File: config.mk
export PLATFORM = sky130hd
export DESIGN_NAME = tx_ring_engine
export DESIGN_NICKNAME = d
export VERILOG_FILES = /design/src/rtl/tx_ring_pkg.sv /design/src/rtl/tx_ring_bytesel.sv /design/src/rtl/tx_ring_regs.sv /design/src/rtl/tx_ring_seq.sv /design/src/rtl/tx_ring_engine.sv
export SDC_FILE = /design/constraint.sdc
export NUM_CORES = 1
export LEC_CHECK = 0
export ABC_CLOCK_PERIOD_IN_PS = 3000
export BUFFER_PORTS_ARGS = -buffer_cell sky130_fd_sc_hd__buf_2
export CORE_MARGIN = 4
export CORE_UTILIZATION = 40
export CTS_CLUSTER_SIZE = 30
export DETAILED_ROUTE_END_ITERATION = 12
export GPL_TIMING_DRIVEN = 0
export SETUP_SLACK_MARGIN = 0.02
export SYNTH_ARGS = -nofsm -noshare
export SYNTH_HDL_FRONTEND = slang
export SYNTH_HIERARCHICAL = 1
export SYNTH_SLANG_ARGS = --single-unit
File: constraint.sdc
create_clock -name clk -period 3 [get_ports clk]
set_clock_uncertainty 0.15 [all_clocks]
set_input_delay 0 -clock clk [delete_from_list [all_inputs] [get_ports clk]]
set_output_delay 0 -clock clk [all_outputs]
set_load 0.02 [all_outputs]
File: src/rtl/tx_ring_pkg.sv
package tx_ring_pkg;

    // descriptor word 0
    localparam int OWN_BIT  = 31;
    localparam int PAD_BIT  = 0;
    localparam int CRC_BIT  = 1;
    localparam int IEN_BIT  = 2;
    // descriptor word 2
    localparam int LEN_W    = 16;
    localparam int DONE_BIT = 19;
    localparam int COLL_LSB = 28;
    localparam int COLL_W   = 4;

    // register map
    localparam logic [1:0] RA_RING   = 2'd0;
    localparam logic [1:0] RA_CTRL   = 2'd1;
    localparam logic [1:0] RA_RESUME = 2'd2;
    localparam logic [1:0] RA_STAT   = 2'd3;

    // status bits
    localparam int ST_IRQ  = 0;
    localparam int ST_DONE = 1;
    localparam int ST_UNAV = 2;
    localparam int ST_W    = 3;

    localparam int LANES = 4;

    typedef enum logic [3:0] {
        S_IDLE, S_RD0, S_RD1, S_RD2, S_RD3, S_RD4,
        S_LOAD, S_LWAIT, S_SEND, S_WB2, S_WB0
    } seq_state_e;

    typedef struct packed {
        logic done;
        logic ien;
        logic unavail;
    } seq_event_t;

    function automatic logic [31:0] status_word(input logic [LEN_W-1:0] len,
                                                input logic [COLL_W-1:0] coll);
        logic [31:0] w;
        w = '0;
        w[LEN_W-1:0] = len;
        w[DONE_BIT] = 1'b1;
        w[COLL_LSB +: COLL_W] = coll;
        return w;
    endfunction

endpackage

File: src/rtl/tx_ring_bytesel.sv
module tx_ring_bytesel #(
    parameter int LANES_P = 4,
    localparam int IDX_W = $clog2(LANES_P)
) (
    input  logic [8*LANES_P-1:0] word,
    input  logic [IDX_W-1:0]     idx,
    output logic [7:0]           byte_o
);
    logic [7:0] lane [LANES_P];

    for (genvar g = 0; g < LANES_P; g++) begin : g_lane
        assign lane[g] = word[8*g +: 8];
    end

    assign byte_o = lane[idx];
endmodule

File: src/rtl/tx_ring_regs.sv
module tx_ring_regs
    import tx_ring_pkg::*;
#(
    parameter int ADDR_W = 16
) (
    input  logic               clk,
    input  logic               rst,
    input  logic               reg_wr,
    input  logic [1:0]         reg_addr,
    input  logic [31:0]        reg_wdata,
    output logic [31:0]        reg_rdata,
    input  logic [ADDR_W-1:0]  cur_addr,
    input  seq_event_t         ev,
    output logic               tx_on,
    output logic               resume,
    output logic               ring_ld,
    output logic [ADDR_W-5:0]  ring_hi,
    output logic [ST_W-1:0]    stat_q,
    output logic               irq
);
    logic [ST_W-1:0] clr;
    logic [ST_W-1:0] set;
    logic            unused_wdata;

    assign unused_wdata = ^reg_wdata;
    assign ring_ld = reg_wr && (reg_addr == RA_RING);
    assign ring_hi = reg_wdata[ADDR_W-1:4];
    assign resume  = reg_wr && (reg_addr == RA_RESUME);
    assign clr     = (reg_wr && reg_addr == RA_STAT) ? reg_wdata[ST_W-1:0] : '0;

    always_comb begin
        set = '0;
        set[ST_IRQ]  = ev.done && ev.ien;
        set[ST_DONE] = ev.done;
        set[ST_UNAV] = ev.unavail;
    end

    always_ff @(posedge clk) begin
        if (rst) begin
            tx_on  <= 1'b0;
            stat_q <= '0;
        end else begin
            if (reg_wr && reg_addr == RA_CTRL) tx_on <= reg_wdata[0];
            stat_q <= (stat_q & ~clr) | set;   // a new event wins over a clear
        end
    end

    always_comb begin
        reg_rdata = '0;
        case (reg_addr)
            RA_RING: reg_rdata[ADDR_W-1:0] = cur_addr;
            RA_CTRL: reg_rdata[0] = tx_on;
            RA_STAT: reg_rdata[ST_W-1:0] = stat_q;
            default: reg_rdata = '0;
        endcase
    end

    assign irq = |stat_q;
endmodule

File: src/rtl/tx_ring_seq.sv
module tx_ring_seq
    import tx_ring_pkg::*;
#(
    parameter int ADDR_W = 16,
    localparam int MW    = ADDR_W - 2,
    localparam int HI_W  = ADDR_W - 4
) (
    input  logic               clk,
    input  logic               rst,
    input  logic               tx_on,
    input  logic               resume,
    input  logic               ring_ld,
    input  logic [HI_W-1:0]    ring_hi,
    output logic [ADDR_W-1:0]  cur_addr,
    output logic               halted,
    output seq_event_t         ev,
    output logic               mem_req,
    output logic               mem_we,
    output logic [MW-1:0]      mem_addr,
    output logic [31:0]        mem_wdata,
    input  logic [31:0]        mem_rdata,
    output logic               tx_valid,
    input  logic               tx_ready,
    output logic [7:0]         tx_data,
    output logic               tx_sof,
    output logic               tx_eof,
    output logic               tx_pad,
    output logic               tx_crc,
    input  logic [COLL_W-1:0]  tx_coll_cnt
);
    seq_state_e        state;
    logic [HI_W-1:0]   cur_hi;
    logic [HI_W-1:0]   nxt_hi;
    logic [31:0]       w0_q;
    logic [MW-1:0]     buf_w;
    logic [1:0]        bidx;
    logic [LEN_W-1:0]  len_q;
    logic [LEN_W-1:0]  rem;
    logic [31:0]       word_q;
    logic              first;
    logic [COLL_W-1:0] coll_q;
    logic [7:0]        lane_byte;

    always_ff @(posedge clk) begin
        if (rst) begin
            state  <= S_IDLE;
            cur_hi <= '0;
            nxt_hi <= '0;
            w0_q   <= '0;
            buf_w  <= '0;
            bidx   <= '0;
            len_q  <= '0;
            rem    <= '0;
            word_q <= '0;
            first  <= 1'b0;
            coll_q <= '0;
            halted <= 1'b0;
        end else begin
            if (resume) halted <= 1'b0;
            case (state)
                S_IDLE: begin
                    if (ring_ld) cur_hi <= ring_hi;
                    if (tx_on && !halted) state <= S_RD0;
                end
                S_RD0: state <= S_RD1;
                S_RD1: begin
                    w0_q <= mem_rdata;
                    if (!mem_rdata[OWN_BIT]) begin
                        halted <= 1'b1;
                        state  <= S_IDLE;
                    end else begin
                        state <= S_RD2;
                    end
                end
                S_RD2: begin
                    buf_w <= mem_rdata[ADDR_W-1:2];
                    bidx  <= mem_rdata[1:0];
                    state <= S_RD3;
                end
                S_RD3: begin
                    len_q <= mem_rdata[LEN_W-1:0];
                    rem   <= mem_rdata[LEN_W-1:0];
                    state <= S_RD4;
                end
                S_RD4: begin
                    nxt_hi <= mem_rdata[ADDR_W-1:4];
                    first  <= 1'b1;
                    coll_q <= '0;
                    state  <= (len_q == '0) ? S_WB2 : S_LOAD;
                end
                S_LOAD:  state <= S_LWAIT;
                S_LWAIT: begin
                    word_q <= mem_rdata;
                    state  <= S_SEND;
                end
                S_SEND: begin
                    if (tx_ready) begin
                        first <= 1'b0;
                        rem   <= rem - 1'b1;
                        if (rem == LEN_W'(1)) begin
                            coll_q <= tx_coll_cnt;
                            state  <= S_WB2;
                        end else if (bidx == 2'd3) begin
                            bidx  <= 2'd0;
                            buf_w <= buf_w + 1'b1;
                            state <= S_LOAD;
                        end else begin
                            bidx <= bidx + 1'b1;
                        end
                    end
                end
                S_WB2: state <= S_WB0;
                S_WB0: begin
                    cur_hi <= nxt_hi;
                    state  <= S_IDLE;
                end
                default: state <= S_IDLE;
            endcase
        end
    end

    always_comb begin
        mem_req   = 1'b0;
        mem_we    = 1'b0;
        mem_addr  = '0;
        mem_wdata = '0;
        case (state)
            S_RD0: begin
                mem_req  = 1'b1;
                mem_addr = {cur_hi, 2'd0};
            end
            S_RD1: begin
                mem_req  = mem_rdata[OWN_BIT];
                mem_addr = {cur_hi, 2'd1};
            end
            S_RD2: begin
                mem_req  = 1'b1;
                mem_addr = {cur_hi, 2'd2};
            end
            S_RD3: begin
                mem_req  = 1'b1;
                mem_addr = {cur_hi, 2'd3};
            end
            S_LOAD: begin
                mem_req  = 1'b1;
                mem_addr = buf_w;
            end
            S_WB2: begin
                mem_req   = 1'b1;
                mem_we    = 1'b1;
                mem_addr  = {cur_hi, 2'd2};
                mem_wdata = status_word(len_q, coll_q);
            end
            S_WB0: begin
                mem_req   = 1'b1;
                mem_we    = 1'b1;
                mem_addr  = {cur_hi, 2'd0};
                mem_wdata = w0_q & ~(32'd1 << OWN_BIT);
            end
            default: ;
        endcase
    end

    tx_ring_bytesel #(.LANES_P(LANES)) u_sel (
        .word   (word_q),
        .idx    (bidx),
        .byte_o (lane_byte)
    );

    assign tx_valid = (state == S_SEND);
    assign tx_data  = lane_byte;
    assign tx_sof   = tx_valid && first;
    assign tx_eof   = tx_valid && (rem == LEN_W'(1));
    assign tx_pad   = tx_valid && w0_q[PAD_BIT];
    assign tx_crc   = tx_valid && w0_q[CRC_BIT];

    assign ev.done    = (state == S_WB0);
    assign ev.ien     = w0_q[IEN_BIT];
    assign ev.unavail = (state == S_RD1) && !mem_rdata[OWN_BIT];

    assign cur_addr = {cur_hi, 4'b0};
endmodule

File: src/rtl/tx_ring_engine.sv
module tx_ring_engine
    import tx_ring_pkg::*;
#(
    parameter int ADDR_W = 16
) (
    input  logic              clk,
    input  logic              rst,
    input  logic              reg_wr,
    input  logic [1:0]        reg_addr,
    input  logic [31:0]       reg_wdata,
    output logic [31:0]       reg_rdata,
    output logic              irq,
    output logic              mem_req,
    output logic              mem_we,
    output logic [ADDR_W-3:0] mem_addr,
    output logic [31:0]       mem_wdata,
    input  logic [31:0]       mem_rdata,
    output logic              tx_valid,
    input  logic              tx_ready,
    output logic [7:0]        tx_data,
    output logic              tx_sof,
    output logic              tx_eof,
    output logic              tx_pad,
    output logic              tx_crc,
    input  logic [3:0]        tx_coll_cnt
);
    localparam int HI_W = ADDR_W - 4;

    logic              ctl_on;
    logic              ctl_resume;
    logic              ctl_ring_ld;
    logic [HI_W-1:0]   ctl_ring_hi;
    logic [ADDR_W-1:0] eng_cur;
    logic              eng_halted;
    seq_event_t        eng_ev;
    logic [ST_W-1:0]   stat_q;

    tx_ring_regs #(.ADDR_W(ADDR_W)) u_regs (
        .clk       (clk),
        .rst       (rst),
        .reg_wr    (reg_wr),
        .reg_addr  (reg_addr),
        .reg_wdata (reg_wdata),
        .reg_rdata (reg_rdata),
        .cur_addr  (eng_cur),
        .ev        (eng_ev),
        .tx_on     (ctl_on),
        .resume    (ctl_resume),
        .ring_ld   (ctl_ring_ld),
        .ring_hi   (ctl_ring_hi),
        .stat_q    (stat_q),
        .irq       (irq)
    );

    tx_ring_seq #(.ADDR_W(ADDR_W)) u_seq (
        .clk         (clk),
        .rst         (rst),
        .tx_on       (ctl_on),
        .resume      (ctl_resume),
        .ring_ld     (ctl_ring_ld),
        .ring_hi     (ctl_ring_hi),
        .cur_addr    (eng_cur),
        .halted      (eng_halted),
        .ev          (eng_ev),
        .mem_req     (mem_req),
        .mem_we      (mem_we),
        .mem_addr    (mem_addr),
        .mem_wdata   (mem_wdata),
        .mem_rdata   (mem_rdata),
        .tx_valid    (tx_valid),
        .tx_ready    (tx_ready),
        .tx_data     (tx_data),
        .tx_sof      (tx_sof),
        .tx_eof      (tx_eof),
        .tx_pad      (tx_pad),
        .tx_crc      (tx_crc),
        .tx_coll_cnt (tx_coll_cnt)
    );
endmodule

==> reports/qor.csv <==
metric,value,unit
run status,"finished, final reports clean",
proportion of netlist area held by the largest area contributor,0.3967,
clock tree sinks,149,
number of global-route vias before repair,7350,
P&R area growth vs syn,28.90,%
gp weighted congestion,0.9390,
initial core utilization,0.4130,
Final Hold Fails,0,
num rows,49,
Finished Layout Cells,1414,
DR iter-0 viols,671,
CTS H-Tree Depth,4,
setup_tns,0,ps
final setup fails,0,
Gate Count Post-Synth,956,
most common library cells after synthesis,"217 x nand2_1, 149 x dfxtp_1, 133 x a21oi_1",
Antenna Nets Post-Route,0,
Least-Margin Pin Slew,793.0,ps
Die Height,145.1,µm
Syn Std Cell Area,0.007520,mm²
top post-synthesis cells by area,"dfxtp_1 40%, nand2_1 11%, a21oi_1 8.9%, a22o_1 4.2%, buf_4 3.4%",
final period utilization,0.9467,
Ys Warns,6,
relative slew slack,0.4673,
peak supply drop,0.3948,mV
Max Slew Vio Count,0,
Worst Hold Launch,reg_addr[1],
Buf/Inv on CP,2,
worst min path class,in -> reg,
total gr overflow,0,
post-synth cell types,66,
Post-CTS Setup Bufs,0,
RSZ-0062 raised after global routing,false,
Final min period,2840,ps
pwr/cell area,472.4,mW/mm²
"CP delay by family, top",simple AND/OR/NAND/NOR gates,
Via Count,7811,
Max Buffers Root-to-Sink,2,
Inserted Diodes,0,
fin nets,1255,
crit start category,flip-flop,
final instance area,0.009693,mm²
Leakage,3.773,nW
"count leader, synth",nand2_1,
Final Power,4.579,mW
root buf cell,clkbuf_16,
initial antenna violation count,1,
CP arrival,2690,ps
ys flop type,dfxtp_1,
total wire length,27030,µm
sequential fraction of the synthesis area,0.3967,
Inst Count DP,1324,
Mean Syn Cell Area,7.866,µm²
global-route wire length before repair,41730,µm
Max-Cap Viols,0,
Filler Cell Count,1763,
Routed wire per std cell,19.11,µm
max incr delay on CP,600,ps
count of input and output buffers,121,
Post-DP Area,0.008479,mm²
CP most frequent cell,buf_2,
die width,145.1,µm
layout cells sized above 1,0.1857,
TritonRoute pass-1 iters,6,
Setup crit end kind,primary output,
slowest CP cell,nor4_4,
WP data required,2850,ps
All-Layer GR Usage,0.2499,
Detailed Place HPWL,19360,µm
CP Class,reg -> out,
CTS tree,yes,
Core ar.,0.01821,mm²
fmax,0.3521,GHz
DRC Markers,0,
worst path cell trace,or4b_1 > buf_2 > nor4_4 > and4_1 > buf_2,
Worst-path clk slew,60,ps
# IOs,168,
Seq cells post-synth,149,
Num CTS Buffers,17,
Worst-Skew Late Latency,420,ps
largest net degree at the start of global routing,17,
Async SR Flop Fraction,0,
"EDFF count, synth",0,
RR Startpoint,u_seq/rem[7],
drt via density,5.524,
die area,0.02106,mm²
Setup crit start,u_seq/state[3],
CP max FO,10,
cell accounting for the most synthesized area,dfxtp_1,
-- cells by family after synthesis --
logic type | Yosys count | share of synthesized area
flip-flops | 149 | 0.3967
buffers and inverters | 109 | 0.07388
multiplexers | 21 | 0.04126
AO/OA/AOI/OAI | 279 | 0.2356
adder cells (fa/ha/maj) | 9 | 0.01498
AND/OR/NAND/NOR | 387 | 0.2366
other | 2 | 0.0009987
-- metrics by stage --
| stage | hold slack [ps] | utilization | setup slack (ps) |
|---|---|---|---|
| 3_3_place_gp | 63.60 | 0.4657 | 136.9 |
| 6_report | 24.98 | 0.5323 | 159.9 |
| 2_1_floorplan | -80.93 | - | 723.0 |
| 4_1_cts | 13.28 | 0.5315 | 89.41 |
| 5_1_grt | 68.81 | 0.5323 | 19.98 |
| 3_5_place_dp | 64.73 | 0.4657 | 76.79 |
-- worst min-delay path, stage by stage --
cell and delay [ps]:
buf_2 110, ha_1 130, and2_1 110, inv_1 30
a21oi_1 130, nor2_1 40
-- worst paths after layout --
kind | endpoint | slack (ps) | cells after the start
min | u_seq/halted | 20 | 6
max | tx_eof | 160 | 5
max reg2reg | u_seq/coll_q[0] | 230 | 6
min reg2reg | u_seq/w0_q[20] | 300 | 2
-- state kept, by name (all words and copies together) (netlist names), 3 cells and up --
register       flops
u_seq/len_q       16
u_regs/stat_q      3
u_seq/cur_hi      12
u_seq/coll_q       4
u_seq/nxt_hi      12
u_seq/state        4
u_seq/w0_q        31
u_seq/buf_w       14
u_seq/rem         16
u_seq/word_q      32
-- metal layers --
metal	wire, µm	vias to the layer above	GRT usage
li1	-	3726	-
met1	11670	3685	0.3327
met2	12660	359	0.4082
met3	2143	41	0.05176
met4	555	0	0.08167
met5	0	-	0
-- power by group --
group | internal, mW | switching, mW
combinational | 0.141 | 0.194
sequential | 1.99 | 0.0106
clock | 1.35 | 0.895
total | 3.48 | 1.10
-- layout by cell type (no fill, tap or decap), types with 8 or more instances in the layout --
cell / Yosys / routed
conb_1: 2 / 20
nand3_1: 15 / 15
nor2_1: 53 / 51
a31oi_1: 11 / 11
o21ai_0: 36 / 36
ha_1: 9 / 9
dlygate4sd3_1: 0 / 58
clkbuf_1: 63 / 63
clkbuf_16: 0 / 17
a21o_1: 10 / 10
a21oi_1: 133 / 133
buf_4: 34 / 34
a22o_1: 36 / 36
mux4_2: 8 / 8
and2_1: 37 / 37
dfxtp_1: 149 / 149
mux2i_1: 13 / 13
nor3_1: 16 / 15
nand2_1: 217 / 217
a211oi_1: 17 / 17
buf_2: 2 / 123
-- layout make-up --
class / instances / area, µm² / area share
repair buffers: 179 / 1186 / 0.1224
flip-flops and latches: 149 / 2983 / 0.3077
clock buffers: 20 / 446.7 / 0.04608
well taps: 229 / 286.5 / 0.02956
clock inverters: 12 / 168.9 / 0.01743
plain buffers: 102 / 531.8 / 0.05486
multi-input cells: 716 / 4064 / 0.4193
inverters: 7 / 26.28 / 0.002711
-- what timing repair did --
action	CTS	global route
endpoints found under the hold margin	137	0
hold buffers	58	0
resized for setup	1	7
pin swaps	0	0
setup endpoints to repair	31	15
(Power assumes the default switching activity.)
